`src/rtl/dbuf_uart_tx_pkg.sv`:
```
package dbuf_uart_tx_pkg;

  typedef enum logic [1:0] {
    LEN_SHORT   = 2'd0,
    LEN_MID     = 2'd1,
    LEN_LONG    = 2'd2,
    LEN_MID_ALT = 2'd3
  } len_sel_e;

  typedef enum logic [1:0] {
    PAR_OFF     = 2'd0,
    PAR_EVEN    = 2'd1,
    PAR_ODD     = 2'd2,
    PAR_OFF_ALT = 2'd3
  } par_sel_e;

  typedef struct packed {
    len_sel_e len;
    par_sel_e par;
    logic     two_stop;
  } frame_cfg_t;

endpackage

```
`src/rtl/txu_holding.sv`:
```
module txu_holding #(
  parameter int DATA_W = 9
) (
  input  logic              clk,
  input  logic              rst,
  input  logic              wr_en,
  input  logic [DATA_W-1:0] wr_data,
  input  logic              tx_en,
  input  logic              cts_gate,
  input  logic              cts_n,
  input  logic              shift_busy,
  output logic              load,
  output logic [DATA_W-1:0] hold_data,
  output logic              empty
);

  logic              empty_q;
  logic [DATA_W-1:0] data_q;

  assign load      = !empty_q && tx_en && !shift_busy && (!cts_gate || !cts_n);
  assign hold_data = data_q;
  assign empty     = empty_q;

  always_ff @(posedge clk) begin
    if (rst) begin
      empty_q <= 1'b1;
      data_q  <= '0;
    end else if (wr_en) begin
      data_q  <= wr_data;
      empty_q <= 1'b0;
    end else if (load) begin
      empty_q <= 1'b1;
    end
  end

  // a held character waits while transmission is disabled
  p_hold_while_disabled_r5: assert property (@(posedge clk) disable iff (rst)
    (!empty_q && !tx_en) |=> !empty_q);

  // a held character waits while clear-to-send blocks it
  p_hold_while_cts_high_r6: assert property (@(posedge clk) disable iff (rst)
    (!empty_q && cts_gate && cts_n) |=> !empty_q);

  // hand-over without a write frees the register
  p_empty_after_xfer_r7: assert property (@(posedge clk) disable iff (rst)
    (load && !wr_en) |=> empty_q);

  // a write always leaves the register occupied
  p_write_fills_r7: assert property (@(posedge clk) disable iff (rst)
    wr_en |=> !empty_q);

endmodule

```
`src/rtl/txu_framer.sv`:
```
module txu_framer
  import dbuf_uart_tx_pkg::*;
#(
  parameter int DATA_W = 9,
  parameter int OVS    = 16
) (
  input  logic              clk,
  input  logic              rst,
  input  logic              tick,
  input  logic              load,
  input  logic [DATA_W-1:0] ld_data,
  input  frame_cfg_t        cfg,
  output logic              txd,
  output logic              busy,
  output logic              frame_end
);

  localparam int FRAME_W = DATA_W + 4;
  localparam int CNT_W   = (OVS > 1) ? $clog2(OVS) : 1;
  localparam int LEFT_W  = $clog2(FRAME_W + 1);

  logic [FRAME_W-1:0] sh_q;
  logic [LEFT_W-1:0]  left_q;
  logic [CNT_W-1:0]   tcnt_q;
  logic               busy_q;
  logic               txd_q;

  logic [FRAME_W-1:0] fr_c;
  int                 len_c;
  int                 nbits_c;
  logic               ones_c;
  logic               has_par_c;
  logic               adv;

  // Assemble the full frame image from the captured settings
  always_comb begin
    case (cfg.len)
      LEN_SHORT: len_c = DATA_W - 2;
      LEN_LONG:  len_c = DATA_W;
      default:   len_c = DATA_W - 1;
    endcase
    ones_c  = 1'b0;
    fr_c    = '1;
    fr_c[0] = 1'b0;
    for (int i = 0; i < DATA_W; i++) begin
      if (i < len_c) begin
        fr_c[1 + i] = ld_data[i];
        ones_c      = ones_c ^ ld_data[i];
      end
    end
    has_par_c = (cfg.par == PAR_EVEN) || (cfg.par == PAR_ODD);
    if (has_par_c) fr_c[1 + len_c] = ones_c ^ (cfg.par == PAR_ODD);
    nbits_c = 2 + len_c + (has_par_c ? 1 : 0) + (cfg.two_stop ? 1 : 0);
  end

  assign adv       = busy_q && tick && (tcnt_q == CNT_W'(OVS - 1));
  assign frame_end = adv && (left_q == '0);
  assign txd       = txd_q;
  assign busy      = busy_q;

  always_ff @(posedge clk) begin
    if (rst) begin
      sh_q   <= '1;
      left_q <= '0;
      tcnt_q <= '0;
      busy_q <= 1'b0;
      txd_q  <= 1'b1;
    end else if (load) begin
      sh_q   <= fr_c;
      txd_q  <= fr_c[0];
      left_q <= LEFT_W'(nbits_c - 1);
      tcnt_q <= '0;
      busy_q <= 1'b1;
    end else if (busy_q) begin
      if (tick) tcnt_q <= (tcnt_q == CNT_W'(OVS - 1)) ? '0 : tcnt_q + 1'b1;
      if (adv) begin
        if (left_q == '0) begin
          busy_q <= 1'b0;
          txd_q  <= 1'b1;
        end else begin
          sh_q   <= {1'b1, sh_q[FRAME_W-1:1]};
          txd_q  <= sh_q[1];
          left_q <= left_q - 1'b1;
        end
      end
    end
  end

  // a hand-over is followed by a low start bit on a busy shifter
  p_start_low_r1: assert property (@(posedge clk) disable iff (rst)
    load |=> (!txd_q && busy_q));

  // the line rests high whenever no frame is in flight
  p_idle_high_r1: assert property (@(posedge clk) disable iff (rst)
    !busy_q |-> txd_q);

  // the holding side never hands over into a busy shifter
  p_no_xfer_when_busy_r5: assert property (@(posedge clk) disable iff (rst)
    load |-> !busy_q);

  // the line holds its level between sampling-tick boundaries
  p_bit_stable_r4: assert property (@(posedge clk) disable iff (rst)
    (busy_q && !adv) |=> $stable(txd_q));

endmodule

```
`src/rtl/txu_irq.sv`:
```
module txu_irq (
  input  logic clk,
  input  logic rst,
  input  logic sel_done,
  input  logic xfer,
  input  logic frame_end,
  output logic irq
);

  logic irq_q;

  always_ff @(posedge clk) begin
    if (rst) irq_q <= 1'b0;
    else     irq_q <= sel_done ? frame_end : xfer;
  end

  assign irq = irq_q;

  // the request is a one-cycle pulse
  p_irq_single_r9: assert property (@(posedge clk) disable iff (rst)
    irq_q |=> !irq_q);

  // hand-over event raises the request next cycle
  p_irq_on_xfer_r8: assert property (@(posedge clk) disable iff (rst)
    (!sel_done && xfer) |=> irq_q);

  // end of last stop bit raises the request next cycle
  p_irq_on_end_r9: assert property (@(posedge clk) disable iff (rst)
    (sel_done && frame_end) |=> irq_q);

endmodule

```
`src/rtl/dbuf_uart_tx.sv`:
```
module dbuf_uart_tx
  import dbuf_uart_tx_pkg::*;
#(
  parameter int DATA_W = 9,
  parameter int OVS    = 16
) (
  input  logic              clk,
  input  logic              rst,
  input  logic              tick16,
  input  logic              wr_en,
  input  logic [DATA_W-1:0] wr_data,
  input  logic              cfg_tx_en,
  input  logic [1:0]        cfg_len,
  input  logic [1:0]        cfg_parity,
  input  logic              cfg_two_stop,
  input  logic              cfg_cts_gate,
  input  logic              cfg_irq_sel,
  input  logic              cts_n,
  output logic              txd,
  output logic              buf_empty,
  output logic              tx_idle,
  output logic              irq
);

  frame_cfg_t        cfg;
  logic              xfer;
  logic [DATA_W-1:0] hold_data;
  logic              shift_busy;
  logic              frame_end;

  always_comb begin
    cfg.len      = len_sel_e'(cfg_len);
    cfg.par      = par_sel_e'(cfg_parity);
    cfg.two_stop = cfg_two_stop;
  end

  txu_holding #(.DATA_W(DATA_W)) u_hold (
    .clk        (clk),
    .rst        (rst),
    .wr_en      (wr_en),
    .wr_data    (wr_data),
    .tx_en      (cfg_tx_en),
    .cts_gate   (cfg_cts_gate),
    .cts_n      (cts_n),
    .shift_busy (shift_busy),
    .load       (xfer),
    .hold_data  (hold_data),
    .empty      (buf_empty)
  );

  txu_framer #(.DATA_W(DATA_W), .OVS(OVS)) u_frame (
    .clk       (clk),
    .rst       (rst),
    .tick      (tick16),
    .load      (xfer),
    .ld_data   (hold_data),
    .cfg       (cfg),
    .txd       (txd),
    .busy      (shift_busy),
    .frame_end (frame_end)
  );

  txu_irq u_irq (
    .clk       (clk),
    .rst       (rst),
    .sel_done  (cfg_irq_sel),
    .xfer      (xfer),
    .frame_end (frame_end),
    .irq       (irq)
  );

  assign tx_idle = !shift_busy;

  // idle flag drops right after a hand-over
  p_idle_falls_r13: assert property (@(posedge clk) disable iff (rst)
    xfer |=> !tx_idle);

endmodule

```
`config.mk`:
```
export PLATFORM = sky130hd
export DESIGN_NAME = dbuf_uart_tx
export DESIGN_NICKNAME = d
export VERILOG_FILES = /design/src/rtl/dbuf_uart_tx_pkg.sv /design/src/rtl/txu_holding.sv /design/src/rtl/txu_framer.sv /design/src/rtl/txu_irq.sv /design/src/rtl/dbuf_uart_tx.sv
export SDC_FILE = /design/constraint.sdc
export NUM_CORES = 1
export LEC_CHECK = 0
export BUFFER_PORTS_ARGS = -buffer_cell sky130_fd_sc_hd__buf_4
export CAP_MARGIN = 20
export CORE_MARGIN = 3
export CORE_UTILIZATION = 35
export CTS_CLUSTER_SIZE = 14
export DETAILED_ROUTE_END_ITERATION = 7
export GPL_TIMING_DRIVEN = 0
export PLACE_DENSITY_LB_ADDON = 0.15
export SYNTH_ARGS = -nofsm -noshare
export SYNTH_HDL_FRONTEND = slang
export SYNTH_HIERARCHICAL = 1
export SYNTH_SLANG_ARGS = --single-unit
```
`constraint.sdc`:
```
create_clock -name clk -period 1.88 [get_ports clk]
set_input_delay 0.094 -clock clk [delete_from_list [all_inputs] [get_ports clk]]
set_output_delay 0.094 -clock clk [all_outputs]
set_load 0.05 [all_outputs]
```
==> metrics.yaml <==
layout:
  seqCellArea_um2: 621
  fin_util_pct: 45.4
  multi_input_area_um2: 972
  fin_area_um2: 2030
  area_growth_pct: 21.2
  fin_nets: 249
  n_fill_cell: 466
  n_antenna_cell: 0
  layout-drive-gt1-share_pct: 20.9
clocking:
  htree_levels: 2
  cts_buffer_depth: 2
  cts_buffers: 5
  cts_hold_buf: 0
  cts_tree: "yes"
  clk-insertion-delay-late_ns: 0.28
  clk_pin_slew_worst_paths_ns: 0.06
  root_buffer: "clkbuf_8"
  clock-sinks: 31
  postCtsSetupRepairBufs: 0
global_route:
  grtUsageTotal_pct: 13.6
  antenna_found_initial: 0
  grt_first_pass_wirelength_mm: 5.87
  first_global_vias: 1272
  grt_max_degree: 11
  grt_overflow: 0
power_and_ir_drop:
  peakVddDrop_mv: 0.412
  leakagePower_nw: 0.871
  powerDensity_nw_per_um2: 747
timing:
  finalSetupViolCount: 0
  fin_crit_sh_pct: 92.5
  setup_ws_ns: 0.142
  rsz0062_at_grt: "true"
  drv_slew: 0
  maxSlewHeadroom_pct: 67.2
  hold_viol_final: 0
  setup-tns-final_ns: 0
  tightestPinTransition_ns: 0.492
  period_minus_slack_ns: 1.74
  fmax_mhz: 575
  finClkSkew_ns: 0.00443
floorplanning:
  row_count: 24
  initial_core_util_pct: 37.4
  core_um2: 4470
  io_pins: 26
  die_w_um: 75.2
  die_y_um: 75.2
  dieArea_um2: 5650
synthesis:
  seq_area_frac_synth_pct: 37.0
  yosysTopAreaCell: "dfxtp_1"
  syn_nets: 217
  avgSynthCellArea_um2: 8.96
  synth.distinct_cells: 41
  synthCells: 187
  yosysWarnings: 6
  synth_top_area_share_pct: 37.0
  synth_area_um2: 1680
  yosys-top-cells-area: "dfxtp_1, mux2i_1, nor2_1"
  synth-seq-cells: 31
drt:
  via_count: 1307
  wl_mm: 3.38
  dr.pass1.iters: 4
  antenna_left: 0
  drc: 0
  vias_per_cell: 4.81
  drtIter0Drc: 52
  avgRoutedWirePerCell_um: 12.4
critical_path:
  cp-endpoint: "u_frame/sh_q[8]"
  cp.arrival_ns: 1.90
  rr_worst_depth: 7
  worstPathMaxFanout: 5
  end_kind: "flip-flop"
  reg2reg_to: "u_frame/sh_q[8]"
  r2r_slack_ns: 0.14
  crit_start: "u_frame/left_q[0]"
  start_kind: "flip-flop"
  critPathRequiredTime_ns: 2.04
  critical_path_class: "flip-flop to flip-flop"
  r2r-start: "u_frame/left_q[0]"
run_status:
  run_status: "finished, final reports clean"
placed_design:
  pre_cts_ws_ns: -0.224
  placed_area_um2: 1920
  place_hpwl_mm: 2.54
  port_buffers: 24
  place.gp.congestion: 0.745
flow_run:
  maxCapViolCount: 0
hold_path:
  hold_path_class: "input pin to flip-flop"
[sequential cells by signal (all words and copies together) (netlist names)]
name              flops
u_irq/irq             1
u_frame/busy          1
u_hold/hold_data      9
u_frame/sh_q         10
u_hold/empty          1
u_frame/left_q        4
u_frame/tcnt_q        4
u_frame/txd           1
[report_power, final]
group	leakage [nW]	switching, mW	internal (mW)
combinational	0.575	0.158	0.152
sequential	0.254	0.0255	0.688
clock	0.0422	0.235	0.259
[worst min path at each step]
stage / startpoint / to / slack (ns) / depth (start not counted)
4_1_cts: rst / u_irq/irq / 0.03 / 2
5_1_grt: rst / u_irq/irq / 0.03 / 2
2_1_floorplan: rst / u_irq/irq / 0.17 / 1
6_report: rst / u_irq/irq / 0.03 / 2
3_5_place_dp: rst / u_irq/irq / 0.32 / 2
3_3_place_gp: rst / u_irq/irq / 0.32 / 2
[final cells by class]
type	count	share of cell area [%]
multi-input cells	135	47.9
clock buffers	7	3.76
plain buffers	8	2.83
flip-flops and latches	31	30.6
repair buffers	25	9.12
well taps	52	3.20
clock inverters	1	0.246
inverters	13	2.40
[cells by family (layout without fill, tap and decap cells)]
logic type      after synthesis  after routing  synth area share (%)
fa+ha+maj                     8              8                  6.42
buf+inv                      21             54                  5.45
flops                        31             31                  37.0
mux                          21             21                  12.6
xor+xnor                     12             12                  7.54
simple gates                 68             68                  20.4
compound gates               26             26                  10.5
[worst max-delay path, cell delays in order (launching register included)]
cell and delay [ns]:
dfxtp_1 0.33, inv_1 0.07, ha_1 0.23, nor3b_4 0.19
nor3_4 0.22, mux2i_1 0.22, nor2_1 0.05, or3_1 0.33
[synthesized netlist by cell type, drive strengths merged]
cell type and number:
nand3b 1, a31oi 1, xnor3 1, nand2b 7, nor2b 2, clkbuf 2
or3 1, buf 6, nor4 2, nor2 28, nand2 16, a211o 1
mux2 1, ha 7, a22oi 1, fa 1, xor2 3, mux2i 20
nand4 1, nor3 5, o31ai 1, a211oi 4, nor3b 1, dfxtp 31
a21oi 7, and3 1, o21bai 1, and4b 1, inv 13, xnor2 8
o21ai 8, a32oi 1, nand3 2, o211ai 1
[metal layers]
layer | vias to the layer above | track usage (%) | part of all wire (%)
met3 | 2 | 3.60 | 3.3
met5 | - | 0 | 0
li1 | 693 | - | -
met2 | 21 | 21.0 | 45
met1 | 591 | 18.1 | 51
met4 | 0 | 5.24 | 0.86
[repair_timing]
item,CTS,global route
gates resized for setup,3,5
cloned,0,1
hold endpoints to repair,0,0
endpoints found under the setup margin,13,4
[metrics by stage]
stage | instances | total power [mW] | hold slack (ns)
global placement | 263 | 1.03 | 0.324
finish | 272 | 1.52 | 0.0295
global route | 272 | 1.61 | 0.0319
detailed placement | 263 | 1.03 | 0.323
CTS | 271 | 1.54 | 0.0273
floorplan | 187 | 0.944 | 0.166
[layout by cell type (no fill, tap or decap), types with 6 or more instances in the layout]
cell       n
o21ai_0    8
a21oi_1    6
inv_1     13
mux2i_1   20
dfxtp_1   31
ha_1       7
nand2_1   16
nor2_1    27
nand2b_1   7
xnor2_1    7
buf_4     25
(Power assumes the default switching activity.)
